`src/rtl/pds_pkg.sv`:
```
package pds_pkg;

    localparam int B_RSTN   = 0;
    localparam int B_ISO    = 1;
    localparam int B_PWR1   = 2;
    localparam int B_PWR2   = 3;
    localparam int B_CLKDIS = 4;

    typedef enum logic [4:0] {
        S_IDLE,
        S_UP_PWR1,
        S_UP_PWR2,
        S_UP_WPWR,
        S_UP_CLK,
        S_UP_ISO,
        S_UP_RST,
        S_UP_SRAM,
        S_UP_WSRAM,
        S_UP_BUS,
        S_UP_WBUS,
        S_DN_BUS,
        S_DN_WBUS,
        S_DN_SRAM,
        S_DN_WSRAM,
        S_DN_ISO,
        S_DN_RST,
        S_DN_CLK,
        S_DN_PWR1,
        S_DN_PWR2,
        S_DN_WPWR
    } seq_state_e;

    function automatic logic is_wait(seq_state_e s);
        return (s == S_UP_WPWR) || (s == S_UP_WSRAM) || (s == S_UP_WBUS) ||
               (s == S_DN_WBUS) || (s == S_DN_WSRAM) || (s == S_DN_WPWR);
    endfunction

endpackage

```
`src/rtl/pds_timeout.sv`:
```
module pds_timeout #(
    parameter int TIMEOUT_CYCLES = 1024
) (
    input  logic clk,
    input  logic rst_n,
    input  logic run_i,
    output logic expired_o
);
    localparam int CW = $clog2(TIMEOUT_CYCLES + 1);
    localparam logic [CW-1:0] LAST = CW'(TIMEOUT_CYCLES - 1);

    logic [CW-1:0] cnt_d, cnt_q;

    always_comb begin
        cnt_d = cnt_q;
        if (!run_i) begin
            cnt_d = '0;
        end else if (cnt_q != LAST) begin
            cnt_d = cnt_q + CW'(1);
        end
    end

    always_ff @(posedge clk or negedge rst_n) begin
        if (!rst_n) begin
            cnt_q <= '0;
        end else begin
            cnt_q <= cnt_d;
        end
    end

    assign expired_o = run_i && (cnt_q == LAST);

endmodule

```
`src/rtl/pds_ack_eval.sv`:
```
module pds_ack_eval #(
    parameter int               ACK_W         = 32,
    parameter int               BP_W          = 4,
    parameter logic [ACK_W-1:0] SRAM_ACK_MASK = '0,
    parameter logic [BP_W-1:0]  BP_MASK       = '0
) (
    input  logic             pwr_a_i,
    input  logic             pwr_b_i,
    input  logic [ACK_W-1:0] sram_ack_i,
    input  logic [BP_W-1:0]  bus_ack_i,
    output logic             pwr_on_o,
    output logic             pwr_off_o,
    output logic             sram_set_o,
    output logic             sram_clr_o,
    output logic             bus_set_o,
    output logic             bus_clr_o
);
    logic [ACK_W-1:0] sram_m;
    logic [BP_W-1:0]  bus_m;

    for (genvar i = 0; i < ACK_W; i++) begin : g_sram
        assign sram_m[i] = sram_ack_i[i] & SRAM_ACK_MASK[i];
    end
    for (genvar j = 0; j < BP_W; j++) begin : g_bus
        assign bus_m[j] = bus_ack_i[j] & BP_MASK[j];
    end

    // both status lines must agree before the domain counts as on or off
    assign pwr_on_o   = pwr_a_i & pwr_b_i;
    assign pwr_off_o  = ~pwr_a_i & ~pwr_b_i;
    assign sram_set_o = (sram_m == SRAM_ACK_MASK);
    assign sram_clr_o = (sram_m == '0);
    assign bus_set_o  = (bus_m == BP_MASK);
    assign bus_clr_o  = (bus_m == '0);

endmodule

```
`src/rtl/pwr_domain_seq.sv`:
```
module pwr_domain_seq
    import pds_pkg::*;
#(
    parameter int               CTL_W          = 32,
    parameter int               ACK_W          = 32,
    parameter int               BP_W           = 4,
    parameter logic [CTL_W-1:0] SRAM_PDN_MASK  = 32'h0000_0F00,
    parameter logic [ACK_W-1:0] SRAM_ACK_MASK  = 32'h0000_F000,
    parameter logic [BP_W-1:0]  BP_MASK        = 4'b0011,
    parameter int               TIMEOUT_CYCLES = 1024
) (
    input  logic             clk,
    input  logic             rst_n,
    input  logic             req_i,
    input  logic             on_i,
    input  logic             pwr_ack_a_i,
    input  logic             pwr_ack_b_i,
    input  logic [ACK_W-1:0] sram_ack_i,
    input  logic [BP_W-1:0]  bus_prot_ack_i,
    output logic [CTL_W-1:0] ctl_o,
    output logic [BP_W-1:0]  bus_prot_req_o,
    output logic             busy_o,
    output logic             done_o,
    output logic             err_o
);
    localparam logic [CTL_W-1:0] CTL_OFF   = SRAM_PDN_MASK | CTL_W'(5'b10010);
    localparam logic             SKIP_SRAM = (SRAM_ACK_MASK == '0);
    localparam logic             SKIP_BUS  = (BP_MASK == '0);
    localparam logic [CTL_W-1:0] STEP_BITS = CTL_W'(5'b11111);

    typedef struct packed {
        seq_state_e       st;
        logic [CTL_W-1:0] ctl;
        logic [BP_W-1:0]  bus_req;
        logic             abort;
        logic             done;
        logic             err;
    } seq_regs_t;

    seq_regs_t r_d, r_q;

    logic pwr_on, pwr_off, sram_set, sram_clr, bus_set, bus_clr;
    logic tmo;

    pds_ack_eval #(
        .ACK_W         (ACK_W),
        .BP_W          (BP_W),
        .SRAM_ACK_MASK (SRAM_ACK_MASK),
        .BP_MASK       (BP_MASK)
    ) u_eval (
        .pwr_a_i    (pwr_ack_a_i),
        .pwr_b_i    (pwr_ack_b_i),
        .sram_ack_i (sram_ack_i),
        .bus_ack_i  (bus_prot_ack_i),
        .pwr_on_o   (pwr_on),
        .pwr_off_o  (pwr_off),
        .sram_set_o (sram_set),
        .sram_clr_o (sram_clr),
        .bus_set_o  (bus_set),
        .bus_clr_o  (bus_clr)
    );

    pds_timeout #(
        .TIMEOUT_CYCLES (TIMEOUT_CYCLES)
    ) u_tmo (
        .clk       (clk),
        .rst_n     (rst_n),
        .run_i     (is_wait(r_q.st)),
        .expired_o (tmo)
    );

    always_comb begin
        r_d      = r_q;
        r_d.done = 1'b0;
        r_d.err  = 1'b0;
        case (r_q.st)
            S_IDLE: begin
                if (req_i) begin
                    r_d.abort = 1'b0;
                    r_d.st    = on_i ? S_UP_PWR1 : S_DN_BUS;
                end
            end
            S_UP_PWR1: begin
                r_d.ctl[B_PWR1] = 1'b1;
                r_d.st          = S_UP_PWR2;
            end
            S_UP_PWR2: begin
                r_d.ctl[B_PWR2] = 1'b1;
                r_d.st          = S_UP_WPWR;
            end
            S_UP_WPWR: begin
                if (pwr_on) begin
                    r_d.st = S_UP_CLK;
                end else if (tmo) begin
                    r_d.err     = 1'b1;
                    r_d.abort   = 1'b1;
                    r_d.bus_req = BP_MASK;
                    r_d.st      = S_DN_SRAM;
                end
            end
            S_UP_CLK: begin
                r_d.ctl[B_CLKDIS] = 1'b0;
                r_d.st            = S_UP_ISO;
            end
            S_UP_ISO: begin
                r_d.ctl[B_ISO] = 1'b0;
                r_d.st         = S_UP_RST;
            end
            S_UP_RST: begin
                r_d.ctl[B_RSTN] = 1'b1;
                r_d.st          = S_UP_SRAM;
            end
            S_UP_SRAM: begin
                r_d.ctl = r_q.ctl & ~SRAM_PDN_MASK;
                r_d.st  = SKIP_SRAM ? S_UP_BUS : S_UP_WSRAM;
            end
            S_UP_WSRAM: begin
                if (sram_clr) begin
                    r_d.st = S_UP_BUS;
                end else if (tmo) begin
                    r_d.err     = 1'b1;
                    r_d.abort   = 1'b1;
                    r_d.bus_req = BP_MASK;
                    r_d.st      = S_DN_SRAM;
                end
            end
            S_UP_BUS: begin
                if (SKIP_BUS) begin
                    r_d.done = 1'b1;
                    r_d.st   = S_IDLE;
                end else begin
                    r_d.bus_req = '0;
                    r_d.st      = S_UP_WBUS;
                end
            end
            S_UP_WBUS: begin
                if (bus_clr) begin
                    r_d.done = 1'b1;
                    r_d.st   = S_IDLE;
                end else if (tmo) begin
                    r_d.err     = 1'b1;
                    r_d.abort   = 1'b1;
                    r_d.bus_req = BP_MASK;
                    r_d.st      = S_DN_SRAM;
                end
            end
            S_DN_BUS: begin
                if (SKIP_BUS) begin
                    r_d.st = S_DN_SRAM;
                end else begin
                    r_d.bus_req = BP_MASK;
                    r_d.st      = S_DN_WBUS;
                end
            end
            S_DN_WBUS: begin
                if (bus_set) begin
                    r_d.st = S_DN_SRAM;
                end else if (tmo) begin
                    r_d.err = 1'b1;
                    r_d.st  = S_IDLE;
                end
            end
            S_DN_SRAM: begin
                r_d.ctl = r_q.ctl | SRAM_PDN_MASK;
                r_d.st  = (SKIP_SRAM || r_q.abort) ? S_DN_ISO : S_DN_WSRAM;
            end
            S_DN_WSRAM: begin
                if (sram_set) begin
                    r_d.st = S_DN_ISO;
                end else if (tmo) begin
                    r_d.err = 1'b1;
                    r_d.st  = S_IDLE;
                end
            end
            S_DN_ISO: begin
                r_d.ctl[B_ISO] = 1'b1;
                r_d.st         = S_DN_RST;
            end
            S_DN_RST: begin
                r_d.ctl[B_RSTN] = 1'b0;
                r_d.st          = S_DN_CLK;
            end
            S_DN_CLK: begin
                r_d.ctl[B_CLKDIS] = 1'b1;
                r_d.st            = S_DN_PWR1;
            end
            S_DN_PWR1: begin
                r_d.ctl[B_PWR1] = 1'b0;
                r_d.st          = S_DN_PWR2;
            end
            S_DN_PWR2: begin
                r_d.ctl[B_PWR2] = 1'b0;
                r_d.abort       = 1'b0;
                r_d.st          = r_q.abort ? S_IDLE : S_DN_WPWR;
            end
            S_DN_WPWR: begin
                if (pwr_off) begin
                    r_d.done = 1'b1;
                    r_d.st   = S_IDLE;
                end else if (tmo) begin
                    r_d.err = 1'b1;
                    r_d.st  = S_IDLE;
                end
            end
            default: r_d.st = S_IDLE;
        endcase
    end

    always_ff @(posedge clk or negedge rst_n) begin
        if (!rst_n) begin
            r_q <= '{st: S_IDLE, ctl: CTL_OFF, bus_req: BP_MASK,
                     abort: 1'b0, done: 1'b0, err: 1'b0};
        end else begin
            r_q <= r_d;
        end
    end

    assign ctl_o          = r_q.ctl;
    assign bus_prot_req_o = r_q.bus_req;
    assign busy_o         = (r_q.st != S_IDLE);
    assign done_o         = r_q.done;
    assign err_o          = r_q.err;


    done_err_excl_chk: assert property (@(posedge clk) disable iff (!rst_n)
        !(done_o && err_o));


    done_after_busy_chk: assert property (@(posedge clk) disable iff (!rst_n)
        done_o |-> $past(r_q.st != S_IDLE));


    idle_hold_chk: assert property (@(posedge clk) disable iff (!rst_n)
        (r_q.st == S_IDLE && $past(r_q.st == S_IDLE)) |-> $stable(r_q.ctl));


    iso_open_pwr_chk: assert property (@(posedge clk) disable iff (!rst_n)
        !ctl_o[B_ISO] |-> (ctl_o[B_PWR1] && ctl_o[B_PWR2] && !ctl_o[B_CLKDIS]));


    rst_rel_pwr_chk: assert property (@(posedge clk) disable iff (!rst_n)
        ctl_o[B_RSTN] |-> (ctl_o[B_PWR1] && ctl_o[B_PWR2]));


    bus_open_sram_chk: assert property (@(posedge clk) disable iff (!rst_n)
        (bus_prot_req_o != BP_MASK) |-> ((ctl_o & SRAM_PDN_MASK) == '0));


    step_single_chk: assert property (@(posedge clk) disable iff (!rst_n)
        $countones((ctl_o ^ $past(ctl_o)) & STEP_BITS) <= 1);

endmodule

```
`config.mk`:
```
export PLATFORM = sky130hd
export DESIGN_NAME = pwr_domain_seq
export DESIGN_NICKNAME = d
export VERILOG_FILES = /design/src/rtl/pds_pkg.sv /design/src/rtl/pds_timeout.sv /design/src/rtl/pds_ack_eval.sv /design/src/rtl/pwr_domain_seq.sv
export SDC_FILE = /design/constraint.sdc
export NUM_CORES = 1
export LEC_CHECK = 0
export CAP_MARGIN = 20
export CORE_ASPECT_RATIO = 0.6
export CORE_MARGIN = 2
export CORE_UTILIZATION = 30
export CTS_CLUSTER_SIZE = 24
export DETAILED_ROUTE_END_ITERATION = 8
export PLACE_DENSITY = 0.7
export SLEW_MARGIN = 40
export SYNTH_ARGS = -nofsm -noshare
export SYNTH_HDL_FRONTEND = slang
export SYNTH_SLANG_ARGS = --single-unit
export TNS_END_PERCENT = 10
```
`constraint.sdc`:
```
create_clock -name clk -period 3.08 [get_ports clk]
set_input_delay 0.616 -clock clk [delete_from_list [all_inputs] [get_ports clk]]
set_output_delay 0.616 -clock clk [all_outputs]
set_load 0.02 [all_outputs]
```
==> results.tsv, run 1 <==
stage	metric	value	unit
run_status	status	finished, final reports clean	
power	intPower	0.00109	W
run	timing.max_cap.violations	0	
drt	drc_errors	0	
yosys	synth_area_leaders	dfrtp_1, buf_4, nor2_1	
critical_path	crit_fanout	12	
floorplanning	start_util	30.9	%
floorplanning	dieArea	7550	um2
sta	clock_skew	0.00371	ns
cts	clkSinkCount	26	
global_routing	grt_pass1_wl	8230	um
cts	holdBufCountCts	0	
yosys	syn_inst	250	
yosys	ys_types	54	
power	power.total	0.00196	W
worst_hold_path	hold_path_class	reg -> reg	
placed_design	hpwl	3840	um
cts	cts.path.max_buffers	2	
yosys	synth_seq_cells	26	
drt	vias	1788	
yosys	ys_seq_area_share	31.9	%
cells_and_area	fill_cells	697	
cells_and_area	stdcell_area	2320	um2
yosys	syn-cell-area	2050	um2
power	clkPwrFrac	19.3	%
sta	fin_crit_sh	81.4	%
floorplanning	die_h	68.1	um
drt	firstDrtPassIters	4	
cts	numCtsBuffers	3	
placed_design	place_area	2210	um2
critical_path	crit_chain	nor2_1, nand3_1, clkdlybuf4s50_1	
drt	ant_nets	0	
floorplanning	design.core.area	6650	um2
cells_and_area	multi_input_area	1140	um2
cts	cts_setup_buffers	0	
cells_and_area	regArea	656	um2
power	leakagePower	0.909	nW
drt	avgRoutedWirePerCell	14.6	um
yosys	synth_top_area_cell	dfrtp_1	
power	power_frac_seq	26.9	%
sta	finalSetupViolations	0	
power	power.density	847	nW/um2
yosys	synth_top_area_share	26.8	%
cts	h-tree-depth	1	
global_routing	grt_overflow_total	0	
critical_path	end_kind	output port	
yosys	async_flop_share	100	%
sta	finalMaxSlewViolations	0	
cts	insertion_delay	0.26	ns
power	power_switching	0.000869	W
global_routing	grt_max_degree	27	
yosys	synth.avg_cell_area	8.22	um2
power	switching_share	44.3	%
sta	rsz0062_at_grt	false	
global_routing	grtUsageTotal	13.9	%
power	comb_power_share	53.8	%
critical_path	start_kind	flip-flop	
global_routing	antenna_found_initial	0	
sta	hold_viol_final	0	
drt	routed_via_density	5.15	
placed_design	dp_cells	343	
cells_and_area	stdcell_count	347	
cts	clockRootBuffer	clkbuf_16	
critical_path	crit_type	reg -> out	
power	vdd_ir_drop_max	0.323	mV
floorplanning	io_pins	81	
floorplanning	chipWidth	111	um
yosys	synth_warnings	0	
critical_path	cp_slowest_cell	clkdlybuf4s50_1	
global_routing	grt_pass1_vias	1513	
drt	drt_iter0_drc	198	
critical_path	slowest_delay	0.55	ns
drt	routed_wl	5080	um
sta	worst_pin_slew	0.757	ns
cts	cts_tree	yes	
cells_and_area	areaGrowthSynthToFinish	12.9	%
sta	relSlewSlack	49.4	%
cells_and_area	antenna_cells	0	
sta	max_freq	399	MHz
placed_design	routabilityCongestion	0.908	
critical_path	required	2.46	ns
cells_and_area	nNetsFinal	304	
cts	post_cts_resized	0	
cts	clk_pin_slew	0.07	ns
sta	fin_setup_tns	0	ns
floorplanning	row_count	23	
yosys	ys.flop_type	dfrtp_1	
yosys	synth-edff-count	0	
critical_path	cp_data_arrival_time	1.89	ns
placed_design	numPortBuffers	25	
sta	final.min_clock_period	2.51	ns
cells_and_area	layout-drive-gt1-share	11.2	%
sta	timing.hold.ws	0.485	ns
## layout by cell type (no fill, tap or decap), types with 3 or more instances in the layout
master,instances
nand3_1,7
nor3b_1,3
o21ai_0,15
o21a_1,3
dfrtp_1,22
nor3_1,7
a31oi_1,7
nand2_1,20
nand4_1,3
nor2b_1,4
clkbuf_16,3
xnor2_1,6
o31ai_1,3
dfstp_2,4
nor2_1,30
nand2b_1,6
buf_4,7
a21oi_1,13
conb_1,25
clkdlybuf4s50_1,25
and4_1,3
## final timing paths
kind	depth (start not counted)	start	end	slack [ns]
max	3	r_q[41]$_DFFE_PN0N_	busy_o	0.57
min	2	ctl_o[1]$_DFFE_PN1P_	ctl_o[1]$_DFFE_PN1P_	0.49
max reg2reg	6	u_tmo.cnt_q[0]$_DFFE_PN0N_	r_q[42]$_DFFE_PN0N_	0.76
min reg2reg	2	ctl_o[1]$_DFFE_PN1P_	ctl_o[1]$_DFFE_PN1P_	0.49
max in group asynchronous	2	rst_n	ctl_o[1]$_DFFE_PN1P_	2.04
min in group asynchronous	2	rst_n	ctl_o[0]$_DFFE_PN0P_	0.73
## layer usage
layer | routed length [um] | global-route usage (%) | vias to the layer above
met2 | 1870 | 17.6 | 90
met1 | 2700 | 22.8 | 836
li1 | - | - | 858
met4 | 43 | 2.66 | 0
met5 | 0 | 0 | -
met3 | 465 | 3.45 | 4
## registers in the layout, summed over array words and instances, names as in the netlist
name and count:
ctl_o 6, err_o 1, r_q 6, done_o 1, bus_prot_req_o 1, u_tmo.cnt_q 11
## through the flow
step / setup slack [ns] / utilization (%)
CTS: 0.598 / 34.9
finish: 0.572 / 34.9
global route: 0.490 / 34.9
global placement: 0.661 / 33.3
floorplan: 1.31 / -
detailed placement: 0.658 / 33.3
## logic make-up (layout without fill, tap and decap cells)
| logic type | count (synthesis) | in the layout | share of synthesized area (%) |
|---|---|---|---|
| AOI/OAI and AO/OA | 62 | 62 | 20.5 |
| xor gates and xnor gates | 7 | 7 | 2.98 |
| adders and majority gates | 1 | 1 | 0.609 |
| buffers and inverters | 52 | 38 | 17.1 |
| DFF | 26 | 26 | 31.9 |
| muxes | 2 | 2 | 1.10 |
| other | 1 | 25 | 0.183 |
| and+or+nand+nor | 99 | 99 | 25.7 |
## cell usage after synthesis (2+ instances only)
cell / count
a211oi_1: 2
a21oi_1: 13
a31oi_1: 7
and3_1: 2
and4_1: 3
buf_2: 7
buf_4: 37
clkbuf_1: 4
dfrtp_1: 22
dfstp_2: 4
inv_1: 2
mux2_2: 2
nand2_1: 20
nand2b_1: 6
nand3_1: 7
nand4_1: 3
nor2_1: 30
nor2b_1: 4
nor3_1: 7
nor3b_1: 3
nor4_1: 2
nor4b_2: 2
o211ai_1: 2
o21a_1: 3
o21ai_0: 15
o22a_1: 2
o2bb2ai_1: 2
o311ai_0: 2
o31ai_1: 3
o32ai_1: 2
or2_2: 2
xnor2_1: 6
## cell type report
type                    instances  area share [%]
clock buffers                   3            3.24
clock inverters                 1            1.30
inverters                       2           0.324
multi-input cells             196            49.1
flip-flops and latches         26            28.3
well taps                      87            4.70
repair buffers                 32            13.1
## worst max-delay path: cells and delay by family (launching register included)
kind	cells	cell delay, ns
buffers and inverters	1	0.55
AND/OR/NAND/NOR	2	0.54
flip-flops	1	0.53
## power by group through the flow
stage	registers (W)	clock network [W]	logic, W
final	0.000528	0.000380	0.00106
after CTS	0.000526	0.000395	0.00104
after global routing	0.000546	0.000405	0.00115
after global placement	0.000529	0	0.00103
after floorplan	0.000470	0	0.000856
after detailed placement	0.000531	0	0.00103
Note: power is estimated with default switching activity, not from simulation.
==> run 2: changes to the inputs <==
Clock period 3.08 ns to 2.6 ns, I/O delays scaled along.
==> run 2 against run 1 <==
Clock power rose by 22%. Critical path depth stayed put. Via count increased by 0.11%. Die area unchanged. Largest power group unchanged.
==> results.tsv, run 2 (synthesized netlist as in run 1, its figures left out) <==
stage	metric	value	unit	change
critical_path	cp_top_family	flip-flops		
run	timing.max_cap.violations	0		unchanged
floorplanning	io_pins	81		unchanged
cells_and_area	areaGrowthSynthToFinish	14.3	%	
drt	ant_nets	0		unchanged
cts	insertion_delay	0.27	ns	about the same
critical_path	reg2reg_to	r_q[40]$_DFFE_PN0N_		
floorplanning	chipWidth	111	um	unchanged
cells_and_area	top_register	u_tmo.cnt_q		
cts	cts_tree	yes		
cells_and_area	finalCoreUtilization	35.3	%	+0.45 points
drt	vias	1790		+0.11%
critical_path	required	2.08	ns	-0.38 ns
placed_design	hpwl	3910	um	+1.8%
sta	timing.hold.ws	0.486	ns	+0.000219 ns
cts	clockRootBuffer	clkbuf_16		
global_routing	antenna_found_initial	0		unchanged
sta	rsz0062_at_grt	false		
drt	firstDrtPassIters	4		unchanged
cts	cts_setup_buffers	0		unchanged
cts	clkSinkCount	26		unchanged
critical_path	r2r_slack	0.40	ns	-0.36 ns
critical_path	slowest_delay	0.76	ns	+0.21 ns
drt	routed_via_density	5.10		-1.0%
critical_path	cp_slowest_cell	dfrtp_1		
cells_and_area	nNetsFinal	308		+1.3%
worst_hold_path	holdPathStages	2		unchanged
critical_path	end_kind	output port		
critical_path	critPathCapture	busy_o		
critical_path	crit_fanout	19		+7
cts	h-tree-depth	1		unchanged
power	power_frac_seq	27.6	%	+0.7 points
sta	finalSetupViolations	0		unchanged
sta	hold_viol_final	0		unchanged
worst_hold_path	min_from	ctl_o[1]$_DFFE_PN1P_		
critical_path	crit_path_start	r_q[39]$_DFFE_PN0N_		
cells_and_area	layout-drive-gt1-share	12.5	%	+1.3 points
sta	max_freq	415	MHz	
cts	clk_pin_slew	0.07	ns	about the same
placed_design	routabilityCongestion	0.904		-0.39%
global_routing	grt_overflow_total	0		unchanged
power	vdd_ir_drop_max	0.376	mV	+17%
drt	avgRoutedWirePerCell	14.9	um	+2.0%
drt	drc_errors	0		unchanged
power	switching_share	44.4	%	+0.13 points
cells_and_area	final_common_cell	nor2_1		
cts	post_cts_resized	0		unchanged
critical_path	crit_chain	nor2_1, nand3_1, clkdlybuf4s50_1		
critical_path	crit_type	reg -> out		
critical_path	start_kind	flip-flop		
floorplanning	die_h	68.1	um	unchanged
critical_path	r2r_cells	5		-1
cells_and_area	antenna_cells	0		unchanged
sta	final.min_clock_period	2.41	ns	
power	power.density	1020	nW/um2	+20%
floorplanning	row_count	23		unchanged
power	leakagePower	0.929	nW	+2.2%
global_routing	grt_pass1_vias	1650		+9.1%
sta	finalMaxSlewViolations	0		unchanged
cells_and_area	largest_reg_flops	11		unchanged
cells_and_area	stdcell_count	351		+1.2%
critical_path	worst-path-buf-inv	1		unchanged
cts	numCtsBuffers	3		unchanged
drt	drt_iter0_drc	143		-28%
floorplanning	design.core.area	6650	um2	unchanged
sta	relSlewSlack	56.5	%	+7.1 points
placed_design	numPortBuffers	25		unchanged
critical_path	cp_data_arrival_time	1.89	ns	about the same
power	power_switching	0.00106	W	+22%
cts	holdBufCountCts	0		unchanged
run_status	status	finished, final reports clean		
power	comb_power_share	53.1	%	-0.7 points
cells_and_area	final_cell_mix	nor2_1, conb_1, clkdlybuf4s50_1		
sta	fin_setup_tns	0	ns	unchanged
drt	routed_wl	5240	um	+3.2%
power	intPower	0.00133	W	+21%
worst_hold_path	hold_path_class	reg -> reg		
power	clkPwrFrac	19.4	%	about the same
critical_path	timing.rr.start	r_q[41]$_DFFE_PN0N_		
global_routing	grt_pass1_wl	8740	um	+6.2%
cts	cts.path.max_buffers	2		unchanged
floorplanning	start_util	30.9	%	unchanged
critical_path	path_depth	3		unchanged
floorplanning	dieArea	7550	um2	unchanged
placed_design	dp_cells	347		+1.2%
sta	clock_skew	0.00585	ns	+0.00214 ns
sta	fin_crit_sh	92.7	%	
global_routing	grtUsageTotal	14.5	%	+0.59 points
global_routing	grt_max_degree	27		unchanged
sta	worst_pin_slew	0.653	ns	-0.104 ns
## run 2: cell type report
type                       count  area [um2]
clock inverter                 1        30.0
sequential                    26         656
timing repair buffer          36         333
fill                         715        4300
inverter                       2        7.51
clock buffer                   3        75.1
tap                           87         109
multi-input combinational    196        1140
## run 2: worst min-delay path, delay by kind of cell, from the launching register on
kind	cells	cell delay (ns)
flops	1	0.38
compound gates	1	0.06
simple gates	1	0.05
## run 2: worst min-delay path by stage
stage                     slack, ns                   end
final                          0.49  ctl_o[1]$_DFFE_PN1P_
after global routing           0.51  ctl_o[1]$_DFFE_PN1P_
after CTS                      0.49  ctl_o[1]$_DFFE_PN1P_
after detailed placement       0.48  ctl_o[1]$_DFFE_PN1P_
after global placement         0.47  ctl_o[1]$_DFFE_PN1P_
after floorplan                0.22  ctl_o[0]$_DFFE_PN0P_
## run 2: per-stage QoR
step / setup WS (ns) / cell area (um2) / power [W]
6_report: 0.190 / 2350 / 0.00239
5_1_grt: 0.132 / 2350 / 0.00255
4_1_cts: 0.233 / 2350 / 0.00237
3_5_place_dp: 0.232 / 2240 / 0.00190
3_3_place_gp: 0.250 / 2240 / 0.00189
2_1_floorplan: 0.858 / 2140 / 0.00157
## run 2: metal layers
| metal | share of wire [%] | global-route usage [%] |
|---|---|---|
| met5 | 0 | 0 |
| met4 | 0.55 | 2.34 |
| met3 | 9.0 | 3.01 |
| met2 | 37 | 20.5 |
| met1 | 53 | 22.7 |
## run 2: power groups by stage
stage / Clock [W] / Combinational (W) / Sequential, W
final: 0.000463 / 0.00127 / 0.000660
after global routing: 0.000488 / 0.00138 / 0.000675
after CTS: 0.000475 / 0.00125 / 0.000651
after detailed placement: 0 / 0.00124 / 0.000658
after global placement: 0 / 0.00123 / 0.000654
after floorplan: 0 / 0.00101 / 0.000557
